**config.mk**
```make
export PLATFORM = sky130hd
export DESIGN_NAME = ring_spike_tx
export DESIGN_NICKNAME = d
export VERILOG_FILES = /design/src/rtl/ring_tx_pkg.sv /design/src/rtl/ring_phase_gen.sv /design/src/rtl/spike_stamp_bank.sv /design/src/rtl/rr_slot_select.sv /design/src/rtl/ring_spike_tx.sv
export SDC_FILE = /design/constraint.sdc
export NUM_CORES = 1
export LEC_CHECK = 0
export ABC_AREA = 1
export BUFFER_PORTS_ARGS = -buffer_cell sky130_fd_sc_hd__buf_4
export CORE_UTILIZATION = 25
export DETAILED_ROUTE_END_ITERATION = 8
export HOLD_SLACK_MARGIN = 0.12
export PLACE_DENSITY_LB_ADDON = 0.08
export SLEW_MARGIN = 20
export SYNTH_ARGS = -nofsm -noshare
export SYNTH_HDL_FRONTEND = slang
export SYNTH_HIERARCHICAL = 1
export SYNTH_SLANG_ARGS = --single-unit
```
**constraint.sdc**
```tcl
create_clock -name clk_i -period 2.4 [get_ports clk_i]
set_input_delay 0.72 -clock clk_i [delete_from_list [all_inputs] [get_ports clk_i]]
set_output_delay 0.72 -clock clk_i [all_outputs]
set_load 0.01 [all_outputs]
```
**src/rtl/ring_tx_pkg.sv**
```systemverilog
package ring_tx_pkg;

   typedef enum logic {
      PH_FORWARD = 1'b0,
      PH_INSERT  = 1'b1
   } ring_phase_e;

   function automatic int safe_clog2(input int value);
      return (value > 1) ? $clog2(value) : 1;
   endfunction

endpackage

```
**src/rtl/ring_phase_gen.sv**
```systemverilog
module ring_phase_gen
   import ring_tx_pkg::*;
#(
   parameter int NODES  = 8,
   parameter int INPUTS = 16,
   localparam int ROT_W  = safe_clog2(NODES),
   localparam int PERIOD = NODES * INPUTS,
   localparam int TS_W   = safe_clog2(PERIOD)
) (
   input  logic             clk_i,
   input  logic             rst_i,
   output logic [ROT_W-1:0] rot_o,
   output ring_phase_e      phase_o,
   output logic [TS_W-1:0]  stamp_o
);

   logic [ROT_W-1:0] rot_q;
   logic [TS_W-1:0]  ts_q;

   // Rotation counter: natural wrap when the ring size is a power of two.
   generate
      if ((NODES & (NODES - 1)) == 0) begin : g_rot_wrap
         always_ff @(posedge clk_i) begin
            if (rst_i) rot_q <= '0;
            else       rot_q <= rot_q + 1'b1;
         end
      end else begin : g_rot_cmp
         always_ff @(posedge clk_i) begin
            if (rst_i)                             rot_q <= '0;
            else if (rot_q == ROT_W'(NODES - 1))   rot_q <= '0;
            else                                   rot_q <= rot_q + 1'b1;
         end
      end
   endgenerate

   // Operating-cycle stamp counter, one full period is INPUTS rotations.
   generate
      if ((PERIOD & (PERIOD - 1)) == 0) begin : g_ts_wrap
         always_ff @(posedge clk_i) begin
            if (rst_i) ts_q <= '0;
            else       ts_q <= ts_q + 1'b1;
         end
      end else begin : g_ts_cmp
         always_ff @(posedge clk_i) begin
            if (rst_i)                             ts_q <= '0;
            else if (ts_q == TS_W'(PERIOD - 1))    ts_q <= '0;
            else                                   ts_q <= ts_q + 1'b1;
         end
      end
   endgenerate

   assign rot_o   = rot_q;
   assign stamp_o = ts_q;
   assign phase_o = (rot_q == '0) ? PH_INSERT : PH_FORWARD;

endmodule

```
**src/rtl/spike_stamp_bank.sv**
```systemverilog
module spike_stamp_bank
   import ring_tx_pkg::*;
#(
   parameter int INPUTS = 16,
   parameter int TS_W   = 7,
   localparam int SEL_W = safe_clog2(INPUTS)
) (
   input  logic                         clk_i,
   input  logic                         rst_i,
   input  logic [INPUTS-1:0]            spike_i,
   input  logic [TS_W-1:0]              stamp_i,
   input  logic                         take_i,
   input  logic [SEL_W-1:0]             take_idx_i,
   output logic [INPUTS-1:0]            vld_o,
   output logic [INPUTS-1:0][TS_W-1:0]  stamp_o
);

   generate
      for (genvar gi = 0; gi < INPUTS; gi++) begin : g_entry
         logic            v_q;
         logic [TS_W-1:0] s_q;
         logic            taken;

         assign taken = take_i && (take_idx_i == SEL_W'(gi));

         // A fresh spike outranks the clear caused by sending this entry.
         always_ff @(posedge clk_i) begin
            if (rst_i) begin
               v_q <= 1'b0;
               s_q <= '0;
            end else if (spike_i[gi]) begin
               v_q <= 1'b1;
               s_q <= stamp_i;
            end else if (taken) begin
               v_q <= 1'b0;
            end
         end

         assign vld_o[gi]   = v_q;
         assign stamp_o[gi] = s_q;
      end
   endgenerate

endmodule

```
**src/rtl/rr_slot_select.sv**
```systemverilog
module rr_slot_select
   import ring_tx_pkg::*;
#(
   parameter int INPUTS = 16,
   parameter int TS_W   = 7,
   localparam int SEL_W = safe_clog2(INPUTS)
) (
   input  logic                         clk_i,
   input  logic                         rst_i,
   input  logic                         advance_i,
   input  logic [INPUTS-1:0]            vld_i,
   input  logic [INPUTS-1:0][TS_W-1:0]  stamp_i,
   output logic [SEL_W-1:0]             sel_o,
   output logic                         pick_vld_o,
   output logic [TS_W-1:0]              pick_stamp_o
);

   logic [SEL_W-1:0] sel_q;

   generate
      if ((INPUTS & (INPUTS - 1)) == 0) begin : g_sel_wrap
         always_ff @(posedge clk_i) begin
            if (rst_i)          sel_q <= '0;
            else if (advance_i) sel_q <= sel_q + 1'b1;
         end
      end else begin : g_sel_cmp
         always_ff @(posedge clk_i) begin
            if (rst_i) sel_q <= '0;
            else if (advance_i) begin
               if (sel_q == SEL_W'(INPUTS - 1)) sel_q <= '0;
               else                             sel_q <= sel_q + 1'b1;
            end
         end
      end
   endgenerate

   assign sel_o        = sel_q;
   assign pick_vld_o   = vld_i[sel_q];
   assign pick_stamp_o = stamp_i[sel_q];

endmodule

```
**src/rtl/ring_spike_tx.sv**
```systemverilog
module ring_spike_tx
   import ring_tx_pkg::*;
#(
   parameter int NODES  = 8,
   parameter int INPUTS = 16,
   localparam int ROT_W = safe_clog2(NODES),
   localparam int TS_W  = safe_clog2(NODES * INPUTS),
   localparam int SEL_W = safe_clog2(INPUTS),
   localparam int PKT_W = 1 + TS_W + SEL_W
) (
   input  logic              clk_i,
   input  logic              rst_i,
   input  logic [INPUTS-1:0] spike_i,
   input  logic [PKT_W-1:0]  ring_pkt_i,
   output logic [PKT_W-1:0]  ring_pkt_o,
   output logic [ROT_W-1:0]  rot_cnt_o,
   output logic              insert_o
);

   generate
      if (NODES < 2) begin : g_bad_nodes
         $error("ring_spike_tx: NODES must be at least 2");
      end
      if (INPUTS < 2) begin : g_bad_inputs
         $error("ring_spike_tx: INPUTS must be at least 2");
      end
   endgenerate

   ring_phase_e                 phase;
   logic [TS_W-1:0]             now_stamp;
   logic                        ins;
   logic [INPUTS-1:0]           bank_vld;
   logic [INPUTS-1:0][TS_W-1:0] bank_stamp;
   logic [SEL_W-1:0]            sel;
   logic                        pick_vld;
   logic [TS_W-1:0]             pick_stamp;
   logic [PKT_W-1:0]            local_pkt;
   logic [PKT_W-1:0]            pkt_q;

   ring_phase_gen #(
      .NODES  (NODES),
      .INPUTS (INPUTS)
   ) u_phase (
      .clk_i   (clk_i),
      .rst_i   (rst_i),
      .rot_o   (rot_cnt_o),
      .phase_o (phase),
      .stamp_o (now_stamp)
   );

   assign ins = (phase == PH_INSERT);

   spike_stamp_bank #(
      .INPUTS (INPUTS),
      .TS_W   (TS_W)
   ) u_bank (
      .clk_i      (clk_i),
      .rst_i      (rst_i),
      .spike_i    (spike_i),
      .stamp_i    (now_stamp),
      .take_i     (ins),
      .take_idx_i (sel),
      .vld_o      (bank_vld),
      .stamp_o    (bank_stamp)
   );

   rr_slot_select #(
      .INPUTS (INPUTS),
      .TS_W   (TS_W)
   ) u_sel (
      .clk_i        (clk_i),
      .rst_i        (rst_i),
      .advance_i    (ins),
      .vld_i        (bank_vld),
      .stamp_i      (bank_stamp),
      .sel_o        (sel),
      .pick_vld_o   (pick_vld),
      .pick_stamp_o (pick_stamp)
   );

   // Field order: valid on top, stamp in the middle, input number at the bottom.
   assign local_pkt = {pick_vld, pick_stamp, sel};

   always_ff @(posedge clk_i) begin
      if (rst_i)    pkt_q <= '0;
      else if (ins) pkt_q <= local_pkt;
      else          pkt_q <= ring_pkt_i;
   end

   assign ring_pkt_o = pkt_q;
   assign insert_o   = ins;

endmodule

```
==> results.md <==
- Peak Freq: 489.7 MHz
- Worst R2R End: u_bank/g_entry[7].v_q
- Status: complete, no violations
- Reg clk slew, reported paths: 0.07 ns
- H-Tree Level Count: 4
- Area Overhead vs Synth: 13.58%
- FP Rows: 63
- # port buffers: 45
- Final HPWL DP: 16,720 um
- Vias in the first global route: 6,590
- Syn. warnings: 6
- Post-CTS Resized: 0
- # DRC: 0
- Worst path required time: 1.68 ns
- Die width: 175.1 um
- Setup Skew: 0.009929 ns
- Post-CTS Setup Inserts: 0
- Reg-to-reg startpoint: u_phase/rot_o[0]
- Initial antenna violation count: 0
- Worst Hold Class: flop to flop
- Comb power frac: 15.6%
- Primary FF master, synth: dfxtp_1
- Final Util: 28.79%
- Clk buf depth: 2
- Async SR Flop Fraction: 0%
- Largest cells by area after synthesis: dfxtp_1 41%, nand2_1 22%, a21oi_1 9.0%
- R2r setup slk: 0.62 ns
- Sequential share of power: 41.1%
- First-pass GRT wire length: 39,310 um
- Initial Utilization: 25.35%
- Hold endpoint: u_bank/g_entry[3].s_q[1]
- Core area: 29,560 um^2
- Synth Area per Inst: 6.555 um^2
- Most instantiated cells after synthesis: 441 x nand2_1, 154 x dfxtp_1, 148 x inv_1
- Net count after synthesis: 1,177
- Period minus WS final: 2.042 ns
- Mapped cell area: 7492 um^2
- Hold_buf cts: 0
- Crit path launch type: flop
- Clock share of power: 43.3%
- DRT iter0 DRCs: 346
- Max_slew headroom: 65.37%
- Gpl congestion: 0.7512
- Cell count after synthesis: 1,143
- Die extent in y: 175.1 um
- Max rail drop VDD: 0.4203 mV
- DR WL/cell: 16.22 um
- Ports: 46
- Final Hold Vio Count: 0
- Remaining global-route overflow: 0
- NumNets Final: 1,175
- Die area: 30,670 um^2
- Ant. Diodes: 0
- P_int: 4.553 mW
- Drt pass-1 iters: 5
- Worst-Skew Late Latency: 0.44 ns
- Vias per cell: 4.373
- Pin count of the biggest net entering global routing: 75
- Top-count cell post-synth: nand2_1
- Final ANT Viol Nets: 0
- Area share of the largest cell type after synthesis: 41.15%
- PwrDens: 771.3 nW/um^2
- Share of cells above drive strength 1: 9.445%
- Leak Pwr: 3.468 nW
- Worst reg2reg path depth: 8
- Library cells used by synthesis: 21
- Detailed-route via count: 6,752
- Min-Delay Path Depth: 2
- CTS Sinks: 154
- Crit path DAT: 1.32 ns
- Final setup viols: 0
- RSZ-0062 raised after global routing: false
- Setup crit end kind: primary output
- Max-cap violations: 0
- CTS tree: done
- Crit Path Category: flop to primary output
- Sequential fraction of the synthesis area: 41.15%
- Final Cycle Share: 85.08%
- TNS Setup: 0 ns
- Worst-Margin Slew: 0.5187 ns
- Psw: 2.010 mW
- Max-slew violation count: 0
- Min-delay src: u_bank/g_entry[3].s_q[1]
- Post-Route WL: 25,040 um
- Global Route Usage Sum: 16.90%
- Switching Fraction: 30.63%
- Post-synth EDFFs: 0
- Seq cells post-synth: 154
- Cell taking the most area after synthesis: dfxtp_1
- CTS Buf Count: 17
- Root buf cell: clkbuf_16
- Worst Path Max Fanout: 4
[kinds of logic after synthesis]
group | after synthesis | synth area share (%)
AND/OR/NAND/NOR | 598 | 32.08
buffers and inverters | 240 | 16.10
flip-flops | 154 | 41.15
AO/OA/AOI/OAI | 146 | 9.886
adder cells (fa/ha/maj) | 4 | 0.6680
XOR/XNOR | 1 | 0.1169
[layout by cell type (no fill, tap or decap)]
master | Yosys | layout
inv_1 | 148 | 148
xnor2_1 | 1 | 1
nor2_4 | 1 | 2
nor2_2 | 1 | 1
bufinv_16 | 0 | 2
buf_12 | 0 | 4
clkinvlp_4 | 0 | 2
nor2_1 | 44 | 43
inv_6 | 0 | 9
nand2_1 | 441 | 441
inv_2 | 3 | 3
clkbuf_16 | 0 | 17
dfxtp_2 | 0 | 1
o21ai_0 | 7 | 7
inv_8 | 0 | 1
clkinv_4 | 0 | 1
o21bai_1 | 4 | 4
nand3_2 | 1 | 1
nand3_1 | 109 | 109
a21oi_1 | 135 | 135
buf_4 | 24 | 64
ha_1 | 4 | 4
dfxtp_1 | 154 | 153
nor3_2 | 1 | 1
[critical path, stage by stage (launching register included)]
cell     delay (ns)
dfxtp_1        0.38
inv_1          0.06
ha_1           0.19
inv_1          0.09
nor2_4         0.04
buf_4          0.14
[worst max path at each step]
| stage | startpoint | end | slack [ns] | cells past startpoint |
|---|---|---|---|---|
| floorplan | u_phase/rot_o[0] | insert_o | 0.48 | 4 |
| global placement | rst_i | ring_pkt_o[10] | 0.59 | 4 |
| detailed placement | rst_i | ring_pkt_o[3] | 0.61 | 4 |
| CTS | u_phase/rot_o[0] | insert_o | 0.31 | 5 |
| global route | u_phase/rot_o[0] | insert_o | 0.27 | 5 |
| finish | u_phase/rot_o[0] | insert_o | 0.36 | 5 |
[stage by stage]
| stage | worst slack, ns | instance area (um^2) | cells | power [mW] | hold WS [ns] |
|---|---|---|---|---|---|
| global placement | 0.5918 | 7910 | 1512 | 3.807 | 0.4489 |
| floorplan | 0.4823 | 7492 | 1143 | 3.464 | 0.4289 |
| CTS | 0.3113 | 8509 | 1544 | 6.671 | 0.4631 |
| global route | 0.2736 | 8509 | 1544 | 6.899 | 0.4743 |
| finish | 0.3580 | 8509 | 1544 | 6.563 | 0.4618 |
| detailed placement | 0.6071 | 7910 | 1512 | 3.797 | 0.4542 |
[final cells by class]
class	count	area [um^2]
clock buffers	17	425.4
clock inverters	15	173.9
fillers	3315	21050
inverters	151	566.8
multi-input cells	749	3211
flip-flops and latches	154	3084
well taps	390	488.0
repair buffers	68	560.5
[power by group through the flow]
stage | combinational [mW] | sequential (mW) | clock [mW]
after CTS | 1.04 | 2.70 | 2.93
after global routing | 1.15 | 2.71 | 3.03
after detailed placement | 1.04 | 2.76 | 0
final | 1.02 | 2.70 | 2.84
after floorplan | 0.696 | 2.77 | 0
after global placement | 1.05 | 2.76 | 0
[sequential cells by signal (all words and copies together) (netlist names)]
name                flops
ring_pkt_o             12
u_phase/stamp_o         7
u_sel/sel_o             4
u_bank/g_entry.v_q     16
u_phase/rot_o           3
u_bank/g_entry.s_q    112
[per-layer routing]
metal	wire, um	track usage (%)
met4	310	4.855
met5	0	0
met2	11850	28.13
met1	12220	22.39
met3	672	2.742
(Power assumes the default switching activity.)
